==> src/rtl/uart_irq_prio.sv <==
module uart_irq_prio #(
  parameter int CHAR_BITS = 10
) (
  input  logic       clk,
  input  logic       rst_n,
  input  logic       ier_wr,
  input  logic [7:0] ier_wdata,
  input  logic       enh_en,
  input  logic       fifo_en,
  input  logic       rs485_auto,
  input  logic       rx_avail,
  input  logic       rx_at_trig,
  input  logic       rx_nonempty,
  input  logic       rx_char_evt,
  input  logic       bit_tick,
  input  logic       thr_empty,
  input  logic       tsr_empty,
  input  logic       thr_wr,
  input  logic       lsr_err_chg,
  input  logic       lsr_rd,
  input  logic [3:0] msr_chg,
  input  logic       msr_rd,
  input  logic       xoff_det,
  input  logic       rts_edge,
  input  logic       cts_edge,
  input  logic       isr_rd,
  output logic [7:0] ier_q,
  output logic       sleep_en,
  output logic [5:0] isr_code,
  output logic       irq
);
  localparam int TO_LIMIT = 4 * CHAR_BITS + 12;
  localparam int TW = $clog2(TO_LIMIT + 1);
  localparam logic [5:0] C_NONE = 6'h01, C_LINE = 6'h06, C_TOUT = 6'h0C,
                         C_RXRDY = 6'h04, C_TX = 6'h02, C_MODEM = 6'h00,
                         C_XOFF = 6'h10, C_FLOW = 6'h20;

  logic [7:0] en;
  logic tx_src, tx_src_q, tx_pend, line_pend, modem_pend, xoff_pend, rts_pend, cts_pend;
  logic [TW-1:0] to_cnt;
  logic to_run, to_hit, rx_ready, flow_act;

  assign en       = {ier_q[7:4] & {4{enh_en}}, ier_q[3:0]};
  assign sleep_en = en[4];
  assign tx_src   = rs485_auto ? tsr_empty : thr_empty;
  assign rx_ready = fifo_en ? rx_at_trig : rx_avail;
  assign to_run   = fifo_en & rx_nonempty & ~rx_at_trig;
  assign to_hit   = (to_cnt == TW'(TO_LIMIT));
  assign flow_act = (rts_pend & en[6]) | (cts_pend & en[7]);

  always_ff @(posedge clk or negedge rst_n) begin
    if (!rst_n) ier_q <= '0;
    else if (ier_wr) ier_q <= {enh_en ? ier_wdata[7:4] : ier_q[7:4], ier_wdata[3:0]};
  end

  always_ff @(posedge clk or negedge rst_n) begin
    if (!rst_n) to_cnt <= '0;
    else if (!to_run || rx_char_evt) to_cnt <= '0;
    else if (bit_tick && !to_hit) to_cnt <= to_cnt + 1'b1;
  end

  always_comb begin
    if (line_pend && en[2])        isr_code = C_LINE;
    else if (to_hit && en[0])      isr_code = C_TOUT;
    else if (rx_ready && en[0])    isr_code = C_RXRDY;
    else if (tx_pend && en[1])     isr_code = C_TX;
    else if (modem_pend && en[3])  isr_code = C_MODEM;
    else if (xoff_pend && en[5])   isr_code = C_XOFF;
    else if (flow_act)             isr_code = C_FLOW;
    else                           isr_code = C_NONE;
  end

  assign irq = (isr_code != C_NONE);

  always_ff @(posedge clk or negedge rst_n) begin
    if (!rst_n) begin
      tx_src_q   <= 1'b0;
      tx_pend    <= 1'b0;
      line_pend  <= 1'b0;
      modem_pend <= 1'b0;
      xoff_pend  <= 1'b0;
      rts_pend   <= 1'b0;
      cts_pend   <= 1'b0;
    end else begin
      tx_src_q   <= tx_src;
      tx_pend    <= (tx_src & ~tx_src_q) |
                    (tx_pend & tx_src & ~thr_wr & ~(isr_rd && isr_code == C_TX));
      line_pend  <= lsr_err_chg | (line_pend & ~lsr_rd);
      modem_pend <= (|msr_chg) | (modem_pend & ~msr_rd);
      xoff_pend  <= xoff_det | (xoff_pend & ~(isr_rd && isr_code == C_XOFF));
      rts_pend   <= rts_edge | (rts_pend & ~(isr_rd && isr_code == C_FLOW));
      cts_pend   <= cts_edge | (cts_pend & ~(isr_rd && isr_code == C_FLOW));
    end
  end
endmodule


==> config.mk <==
export PLATFORM = sky130hd
export DESIGN_NAME = uart_irq_prio
export DESIGN_NICKNAME = d
export VERILOG_FILES = /design/src/rtl/uart_irq_prio.sv
export SDC_FILE = /design/constraint.sdc
export NUM_CORES = 1
export LEC_CHECK = 0
export ABC_AREA = 1
export CAP_MARGIN = 15
export CELL_PAD_IN_SITES_DETAIL_PLACEMENT = 1
export CELL_PAD_IN_SITES_GLOBAL_PLACEMENT = 2
export CORE_MARGIN = 1
export CORE_UTILIZATION = 25
export CTS_CLUSTER_SIZE = 25
export DETAILED_ROUTE_END_ITERATION = 7
export PLACE_DENSITY_LB_ADDON = 0.1
export SLEW_MARGIN = 20
export SYNTH_ARGS = -nofsm -noshare
export SYNTH_HDL_FRONTEND = slang
export SYNTH_SLANG_ARGS = --single-unit
==> constraint.sdc <==
create_clock -name clk -period 1.8 [get_ports clk]
set_input_delay 0.18 -clock clk [delete_from_list [all_inputs] [get_ports clk]]
set_output_delay 0.18 -clock clk [all_outputs]
set_load 0.05 [all_outputs]
# Word level (Yosys, flattened, before mapping)
# Index checks and enable logic that the tools add are counted.
# Widths: inputs -> output; s select.
totals:
  in_bits: 33
  out_inout_bits: 16
  wordCells: 72
  register_bits: 21
classes:
  n_eq_ne: 5
  n_mux: 11
  n_bitwise: 29
  reduce_logical: 16
  addsub: 1
op_table:
  columns: ["cell", "n"]
  rows:
  - ["$mux 6", 9]
  - ["$and 1x1->1", 13]
  - ["$eq 6x6->1 const B", 2]
  - ["$logic_and 1x1->1", 10]
  - ["$not 1->1", 8]
  - ["$or 1x1->1", 7]
  - ["$add 6x1->6 const B", 1]
  - ["$eq 6x2->1 const B", 1]
  - ["$eq 6x5->1 const B", 1]
  - ["$ne 6x1->1 const B", 1]
  - ["$and 4x4->4", 1]
  - ["$reduce_or 4->1", 1]
  - ["$logic_not 1->1", 2]
  - ["$mux 1", 2]
  - ["$reduce_and 2->1", 1]
  - ["$reduce_bool 2->1", 1]
  - ["$logic_or 1x1->1", 1]

# Logic depth before layout (Yosys ltp)
# Gate-level depths: netlist of the first run.
depth:
  ltp_word: 15
  ltp_mapped: 10
  mapped_depth_nobuf: 10

# Worst setup path after synthesis of the first run
# Ideal clock, no wire load.
synth_path:
  path_kind: "flip-flop to output port"
  from: "register ier_q[0]"
  to: "output port isr_code[1]"
  required_ps: 1620
  path_stages_with_launch: 4
  slack_ps: -337
  arrival_time_ps: 1957
  cell_sequence: "dfrtp_1 nand3_1 nand2_1 o21ai_0"
synth_via:
  elab_chain_len: 4
  word_cells_on_any_way: 5
  classes_between: "3 x mux; 2 x reduce/logical"
synth_rtl:
  columns: ["element", "line", "source"]
  rows:
  - ["start: declaration", "27", "output logic [7:0] ier_q,"]
  - ["start signal: assignment", "53", "else if (ier_wr) ier_q <= {enh_en ? ier_wdata[7:4] : ier_q[7:4], ier_wdata[3:0]};"]
  - ["$logic_and 1x1->1", "65", "else if (rx_ready && en[0]) isr_code = C_RXRDY;"]
  - ["$mux 6", "65", null]
  - ["$mux 6 *", "64", "else if (to_hit && en[0]) isr_code = C_TOUT;"]
  - ["$mux 6 *", "63", "if (line_pend && en[2]) isr_code = C_LINE;"]
  - ["end: declaration", "29", "output logic [5:0] isr_code,"]
# Every way passes the cells marked *; elsewhere a longest branch is shown, timed or not.

# Worst setup path after layout of the first run
layout_path:
  from: "register to_cnt[0]"
  to: "output port isr_code[5]"
layout_via:
  elab_chain_len: 4
layout_rtl:
  columns: ["element", "line", "source"]
  rows:
  - ["start: declaration", "40", "logic [TW-1:0] to_cnt;"]
  - ["start signal: assignment", "59", "else if (bit_tick && !to_hit) to_cnt <= to_cnt + 1'b1;"]
  - ["$eq 6x6->1", "48", "assign to_hit = (to_cnt == TW'(TO_LIMIT));"]
  - ["$logic_and 1x1->1", "64", null]
  - ["$mux 6", "64", null]
  - ["$mux 6", "63", null]
# Every way passes these cells.

==> results.rst, run 1 <==
.. list-table::
   :header-rows: 1

   * - Metric
     - Value
   * - Run status
     - complete, no violations
   * - Number of max-capacitance violations reported
     - 0
   * - Initial DRC Count
     - 30
   * - Final Instance Count excl. Fillers
     - 244
   * - Switching Share
     - approximately a third
   * - Peak supply drop
     - 0.333 mV
   * - Drt pass-1 iters
     - 6
   * - Logic pwr share
     - between 30% and 40%
   * - Internal power contribution
     - between 0.8 and 0.9 mW
   * - Worst path arrival time
     - 1.58 ns
   * - Via count of the first global-routing pass
     - 1172
   * - Share of synthesized cell area in full adder, half adder and majority cells
     - 2.23%
   * - Synth Area in Compound Gates
     - under 10%
   * - Final instance area
     - 1950 sq um
   * - Die boundary height
     - 69.0 microns
   * - Initial core utilization
     - 26.0%
   * - Synthesized instance count
     - 128
   * - Post-synth EDFFs
     - 0
   * - Warnings from Yosys
     - 0
   * - GR Overflow Total
     - 0
   * - P&R area growth vs syn
     - 73.5%
   * - Hold slack
     - 0.260 ns
   * - Tmin final
     - ~1.8 ns
   * - I/O pin cnt
     - 49
   * - Antenna violations before repair
     - 0
   * - Net count reported at finish
     - 228
   * - List of cells traversed by the critical path
     - inv_2 -> ha_4 -> inv_2 -> nor2_4 -> nand3_4 -> nand3_4 -> buf_4 -> nor2_4 -> buf_12
   * - Share of total power in sequential cells
     - 39.4%
   * - Multiplexer share of the synthesized area
     - 8.02%
   * - Full die area
     - 4770 sq um
   * - Number of instances in the placed design
     - 230
   * - Share of final-layout standard cells stronger than drive strength 1
     - 28.1%
   * - Chip width
     - roughly 69 microns
   * - Slew margin rel.
     - 65.9%
   * - Final weighted congestion of routability-driven global placement
     - 0.773
   * - Most numerous cell types in the synthesized netlist
     - nand2_1, dfrtp_1, inv_1, nand3_1, mux2_2
   * - Longest Clk Path Bufs
     - 2
   * - Core Area
     - 4320 sq um
   * - Leading post-synthesis cells by cell area
     - dfrtp_1, nand2_1, mux2_2, inv_1, nand3_1
   * - Area post-placement
     - 1790 sq um
   * - Final Max Slew Viols
     - 0
   * - Maximum single-stage delay on the critical path
     - about 0.40 ns
   * - Synthesized-area fraction occupied by xor and xnor cells
     - 1.56%
   * - Number of buffers created by CTS
     - 3
   * - Final Util
     - 45.1%
   * - Clock network power share
     - 24.4%
   * - Setup slack after layout
     - 0.0444 ns
   * - Post-CTS Hold Fix Bufs
     - 0
   * - Most common flop cell mapped by yosys
     - dfrtp_1
   * - WL per Instance
     - between 10 and 15 microns
   * - Synth async-reset ratio
     - 100%
   * - Antenna Nets Post-Route
     - 0
   * - Number of placement rows
     - 24
   * - Worst-case setup slack after placement
     - 0.0828 ns
   * - Unrepaired setup endpoints after global routing
     - yes
   * - Syn avg cell area
     - just under 9 sq um
   * - Worst setup EP type
     - primary output
   * - # port buffers
     - 48
   * - Area fraction in and, or, nand and nor cells after synthesis
     - 29.5%
   * - Buf/Inv on CP
     - 4
   * - Worst Skew
     - 0.00751 ns
   * - Post-synthesis cell area
     - 1120 sq um
   * - Post-DP HPWL
     - 2470 microns
   * - Aggregate negative setup slack
     - 0 ns
   * - Static leakage power
     - 0.900 nW
   * - Worst-Margin Slew
     - 0.511 ns
   * - Worst Path Required
     - 1.62 ns
   * - Worst path slowest cell
     - dfrtp_1
   * - Maximum number of pins on one net before global-route repair
     - 22
   * - Number of DRC violations after detailed routing
     - 0
   * - Buffer cell driving the clock tree root
     - clkbuf_8
   * - Global router's overall resource usage
     - 14.4%
   * - Antenna diodes
     - 0
   * - Net switching power
     - 0.457 mW
   * - Cell type contributing the most total cell area after synthesis
     - dfrtp_1
   * - Via-per-instance ratio
     - 4.35
   * - Sequential element share of the synthesized area
     - 46.8%
   * - Cell variety after synth
     - 22
   * - Skew-Pair Late Insertion Delay
     - ~0.27 ns
   * - Hold Vio Cnt, Final
     - 0
   * - Number of flip-flops and latches in the synthesized netlist
     - 21
   * - Proportion of netlist area held by the largest area contributor
     - between 40 and 50%
   * - H-Tree Level Count
     - 1
   * - Number of sinks on the clock net
     - 21
   * - Highest net fanout along the worst path
     - 4
   * - Endpoints failing setup
     - 0
   * - Top-count cell post-synth
     - nand2_1
   * - Cell area power density
     - 687 nW/um^2
   * - Hold crit path type
     - primary input to async pin
   * - Combinational family with the most area after synthesis
     - simple AND/OR/NAND/NOR gates
   * - Highest clock rate
     - approximately 570 MHz
   * - Kind of start point of the critical path
     - flip-flop
   * - Ratio of final minimum period to clock period
     - 97.5%
   * - Net Count, Synth
     - 163
   * - Total wire length after detailed routing
     - 3170 microns
   * - Critical path class
     - flip-flop to primary output
   * - First-pass GRT wire length
     - 5490 microns
   * - Total vias in the final route
     - about 1100
   * - Reg clk slew, reported paths
     - 0.09 ns
   * - Total power
     - 1.34 mW
   * - Clock tree from TritonCTS
     - built
   * - CP top delay family
     - buffers and inverters
## kinds of logic (layout without fill, tap and decap cells)
logic type | Yosys count | count (layout)
flip-flops | 21 | 21
adder cells (fa/ha/maj) | 2 | 2
AO/OA/AOI/OAI | 10 | 10
XOR/XNOR | 2 | 2
AND/OR/NAND/NOR | 64 | 64
buffers and inverters | 21 | 85
multiplexers | 8 | 8
## state kept, by name (all words and copies together), names as in the netlist
name	flops
xoff_pend	1
tx_src_q	1
line_pend	1
ier_q	8
to_cnt	6
tx_pend	1
cts_pend	1
rts_pend	1
modem_pend	1
## routing by layer
layer,track usage (%),wire length [microns]
met1,17.1,1300
met2,25.8,1730
met3,4.24,127
met4,2.72,17
met5,0,0
## placed cells by master (no fill, tap or decap), types with 2 or more instances in the layout
master / netlist / final
nor2_4: 1 / 3
o21bai_1: 2 / 2
inv_2: 0 / 3
clkdlybuf4s50_1: 0 / 40
o21ai_0: 6 / 5
nand2_1: 30 / 29
nand3_4: 1 / 2
buf_4: 0 / 11
inv_1: 21 / 16
mux2_2: 8 / 8
clkbuf_8: 0 / 3
buf_12: 0 / 9
nor2_1: 7 / 7
nand3_1: 12 / 12
dfrtp_2: 0 / 2
nand2_4: 2 / 3
nand2_2: 2 / 2
dfrtp_1: 21 / 19
xor2_1: 2 / 2
a21oi_1: 2 / 2
## final cells by class
type | count | area [sq um]
fillers | 489 | 2370
repair buffers | 60 | 663
multi-input cells | 86 | 562
flip-flops and latches | 21 | 528
inverters | 21 | 85.1
well taps | 52 | 65.1
clock buffers | 3 | 41.3
clock inverters | 1 | 5.00
## power by group through the flow
stage / registers, mW / logic, mW / clock network (mW)
after detailed placement: 0.538 / 0.472 / 0
after global placement: 0.537 / 0.466 / 0
after floorplan: 0.612 / 0.161 / 0
after CTS: 0.529 / 0.476 / 0.345
after global routing: 0.534 / 0.514 / 0.363
final: 0.528 / 0.485 / 0.327
## final timing paths
kind	end	slack, ns	startpoint	cells past startpoint
worst min register to register	xoff_pend$_DFF_PN0_	0.49	xoff_pend$_DFF_PN0_	2
min in group clk	rts_pend$_DFF_PN0_	0.43	rts_edge	3
max in group asynchronous	ier_q[0]$_DFFE_PN0P_	1.29	rst_n	2
worst max-delay path	isr_code[5]	0.04	to_cnt[0]$_DFFE_PN0P_	9
worst min-delay path	tx_pend$_DFF_PN0_	0.26	rst_n	2
worst max register to register	to_cnt[2]$_DFFE_PN0P_	0.37	to_cnt[0]$_DFFE_PN0P_	10
## repair_timing
item | 4_1_cts | 5_1_grt
endpoints found under the setup margin | 6 | 6
resized for setup | 6 | 3
setup buffers | 4 | 6
pin swaps | 1 | 1
No activity file was read; power rests on OpenSTA's default activity.
==> run 2: changes to the inputs <==
--- a/config.mk
+++ b/config.mk
@@ -7,8 +7,6 @@
 export LEC_CHECK = 0
 export ABC_AREA = 1
 export CAP_MARGIN = 15
-export CELL_PAD_IN_SITES_DETAIL_PLACEMENT = 1
-export CELL_PAD_IN_SITES_GLOBAL_PLACEMENT = 2
 export CORE_MARGIN = 1
 export CORE_UTILIZATION = 25
 export CTS_CLUSTER_SIZE = 25
==> run 2 against run 1 <==
Non-clock buffer count is 2 lower. Hold slack worse by 0.00088 ns. Worst setup slack worse by 0.022 ns. Register-to-register slack worse by 0.08 ns. Sequential power hardly changed. Via count is 1.4% lower. Maximum frequency is 1.3% lower. Critical path type unchanged. Critical endpoint is now isr_code[0].
==> results.rst, run 2 (synthesized netlist as in run 1, its figures left out) <==
.. list-table::
   :header-rows: 1

   * - Metric
     - Value
   * - Run status
     - complete, no violations (unchanged)
   * - Tmin final
     - 1.78 ns (was 1.76 ns)
   * - Most flops, register
     - ier_q (unchanged)
   * - Number of sinks on the clock net
     - 21 (unchanged)
   * - P&R area growth vs syn
     - 70.6% (was 73.5%)
   * - Most frequent standard cell in the layout excluding fill and tap cells
     - clkdlybuf4s50_1 (unchanged)
   * - Net count reported at finish
     - 226 (was 228)
   * - GR Overflow Total
     - 0 (unchanged)
   * - Longest Clk Path Bufs
     - 2 (unchanged)
   * - Drt pass-1 iters
     - 4 (was 6)
   * - H-Tree Level Count
     - 1 (unchanged)
   * - Via count of the first global-routing pass
     - 1035 (was 1172)
   * - Internal power contribution
     - 0.880 mW (was 0.883 mW)
   * - I/O pin cnt
     - 49 (unchanged)
   * - Hold Vio Cnt, Final
     - 0 (unchanged)
   * - Clock network power share
     - 24.3% (was 24.4%)
   * - Share of total power in sequential cells
     - 39.9% (was 39.4%)
   * - Number of placement rows
     - 24 (unchanged)
   * - Chip width
     - 69.0 microns (unchanged)
   * - Commonest non-fill, non-tap cells in the layout
     - clkdlybuf4s50_1, nand2_1, dfrtp_1 (unchanged)
   * - Worst setup EP type
     - primary output (unchanged)
   * - First-pass GRT wire length
     - 4650 microns (was 5490 microns)
   * - Total vias in the final route
     - 1046 (was 1061)
   * - Clock tree from TritonCTS
     - built (unchanged)
   * - Post-DP HPWL
     - 2160 microns (was 2470 microns)
   * - Worst path arrival time
     - 1.60 ns (was 1.58 ns)
   * - Static leakage power
     - 0.883 nW (was 0.900 nW)
   * - Ratio of final minimum period to clock period
     - 98.8% (was 97.5%)
   * - Endpoints failing setup
     - 0 (unchanged)
   * - WL per Instance
     - 11.6 microns (was 13.0 microns)
   * - Kind of start point of the critical path
     - flip-flop (unchanged)
   * - Hold crit path type
     - primary input to async pin (unchanged)
   * - Final weighted congestion of routability-driven global placement
     - 0.785 (was 0.773)
   * - Core Area
     - 4320 sq um (unchanged)
   * - Worst r2r src
     - to_cnt[0]$_DFFE_PN0P_ (unchanged)
   * - Number of DRC violations after detailed routing
     - 0 (unchanged)
   * - Final Instance Count excl. Fillers
     - 242 (was 244)
   * - Hold slack
     - 0.259 ns (was 0.260 ns)
   * - Cell area power density
     - 692 nW/um^2 (was 687 nW/um^2)
   * - Die boundary height
     - 69.0 microns (unchanged)
   * - Initial core utilization
     - 26.0% (unchanged)
   * - Skew-Pair Late Insertion Delay
     - 0.27 ns (about the same)
   * - Initial DRC Count
     - 25 (was 30)
   * - Logic pwr share
     - 35.8% (was 36.2%)
   * - Reg clk slew, reported paths
     - 0.09 ns (about the same)
   * - Number of buffers created by CTS
     - 3 (unchanged)
   * - Highest clock rate
     - 562 MHz (was 570 MHz)
   * - Switching Share
     - 33.7% (was 34.1%)
   * - Share of final-layout standard cells stronger than drive strength 1
     - 26.8% (was 28.1%)
   * - Highest net fanout along the worst path
     - 3 (was 4)
   * - Number of max-capacitance violations reported
     - 0 (unchanged)
   * - Maximum number of pins on one net before global-route repair
     - 22 (unchanged)
   * - Final Max Slew Viols
     - 0 (unchanged)
   * - Peak supply drop
     - 0.437 mV (was 0.333 mV)
   * - Buffer cell driving the clock tree root
     - clkbuf_8 (unchanged)
   * - Global router's overall resource usage
     - 12.3% (was 14.4%)
   * - Net switching power
     - 0.447 mW (was 0.457 mW)
   * - Number of flip-flops under the largest register name
     - 8 (unchanged)
   * - Critical path class
     - flip-flop to primary output (unchanged)
   * - # port buffers
     - 48 (unchanged)
   * - Worst Skew
     - 0.0123 ns (was 0.00751 ns)
   * - Total wire length after detailed routing
     - 2810 microns (was 3170 microns)
   * - Worst setup path start
     - to_cnt[0]$_DFFE_PN0P_ (unchanged)
   * - Worst Path Required
     - 1.62 ns (about the same)
   * - Full die area
     - 4770 sq um (unchanged)
   * - Antenna violations before repair
     - 0 (unchanged)
   * - Via-per-instance ratio
     - 4.32 (was 4.35)
   * - Unrepaired setup endpoints after global routing
     - yes (unchanged)
   * - Worst-Margin Slew
     - 0.498 ns (was 0.511 ns)
   * - Slew margin rel.
     - 66.7% (was 65.9%)
   * - Number of instances in the placed design
     - 230 (unchanged)
   * - Antenna Nets Post-Route
     - 0 (unchanged)
   * - Registers with the most flip-flops
     - ier_q (8), to_cnt (6) (unchanged)
   * - Antenna diodes
     - 0 (unchanged)
[run 2: cell types whose count changed in the layout (fill, tap and decap cells not counted)]
cell,change
clkinvlp_4,+1
clkinv_2,-1
inv_2,+1
buf_12,-1
nor3_1,+1
inv_4,-1
nor3_2,-1
buf_4,-1
[run 2: path summary, 6_finish.rpt]
path,end,slack (ns),cells after the start
worst max-delay path,isr_code[0],0.02,10
worst min-delay path,to_cnt[5]$_DFFE_PN0P_,0.26,2
worst max register to register,cts_pend$_DFF_PN0_,0.29,12
worst min register to register,xoff_pend$_DFF_PN0_,0.49,2
max in group asynchronous,ier_q[0]$_DFFE_PN0P_,1.28,2
min in group clk,rts_pend$_DFF_PN0_,0.45,3
[run 2: metal layers]
metal	track usage, %	vias to the layer above	share of wire (%)
li1	-	532	-
met1	15.3	481	44
met2	20.3	31	50
met3	4.39	2	5.3
met4	2.72	0	0.68
met5	0	-	0
[run 2: cell type report]
| type | instances | area [sq um] |
|---|---|---|
| Fill cell | 430 | 2410 |
| Timing Repair Buffer | 58 | 636 |
| Multi-Input combinational cell | 86 | 557 |
| Sequential cell | 21 | 528 |
| Inverter | 21 | 82.6 |
| Tap cell | 52 | 65.1 |
| Clock buffer | 3 | 41.3 |
| Clock inverter | 1 | 7.51 |
[run 2: what timing repair did]
item / in CTS / in global routing
setup buffers: 4 / 4
pin swaps: 1 / 2
hold buffers: 0 / 0
setup endpoints to repair: 6 / 5
resized for setup: 3 / 4
[run 2: power groups by stage]
stage / sequential [mW] / clock (mW) / combinational, mW
after floorplan: 0.612 / 0 / 0.161
after CTS: 0.530 / 0.344 / 0.477
final: 0.529 / 0.323 / 0.474
after detailed placement: 0.539 / 0 / 0.469
after global placement: 0.537 / 0 / 0.465
after global routing: 0.535 / 0.365 / 0.501
[run 2: worst max-delay path: stages, from the launching register on]
cell,delay (ns)
dfrtp_1,0.39
inv_2,0.09
ha_4,0.14
inv_2,0.04
nor2_4,0.12
nand3_4,0.09
nand3_4,0.09
inv_2,0.05
nand2_4,0.07
clkinvlp_4,0.09
buf_12,0.15
[run 2: stage by stage]
stage | area, sq um | util, % | worst slack (ns) | power, mW | setup TNS [ns]
after floorplan | 1150 | - | -0.0362 | 0.773 | -0.0495
after global placement | 1790 | 41.3 | 0.128 | 1.00 | 0
after detailed placement | 1790 | 41.3 | 0.116 | 1.01 | 0
after CTS | 1870 | 43.3 | 0.00156 | 1.35 | 0
after global routing | 1920 | 44.3 | -0.0670 | 1.40 | -0.147
final | 1920 | 44.3 | 0.0222 | 1.33 | 0
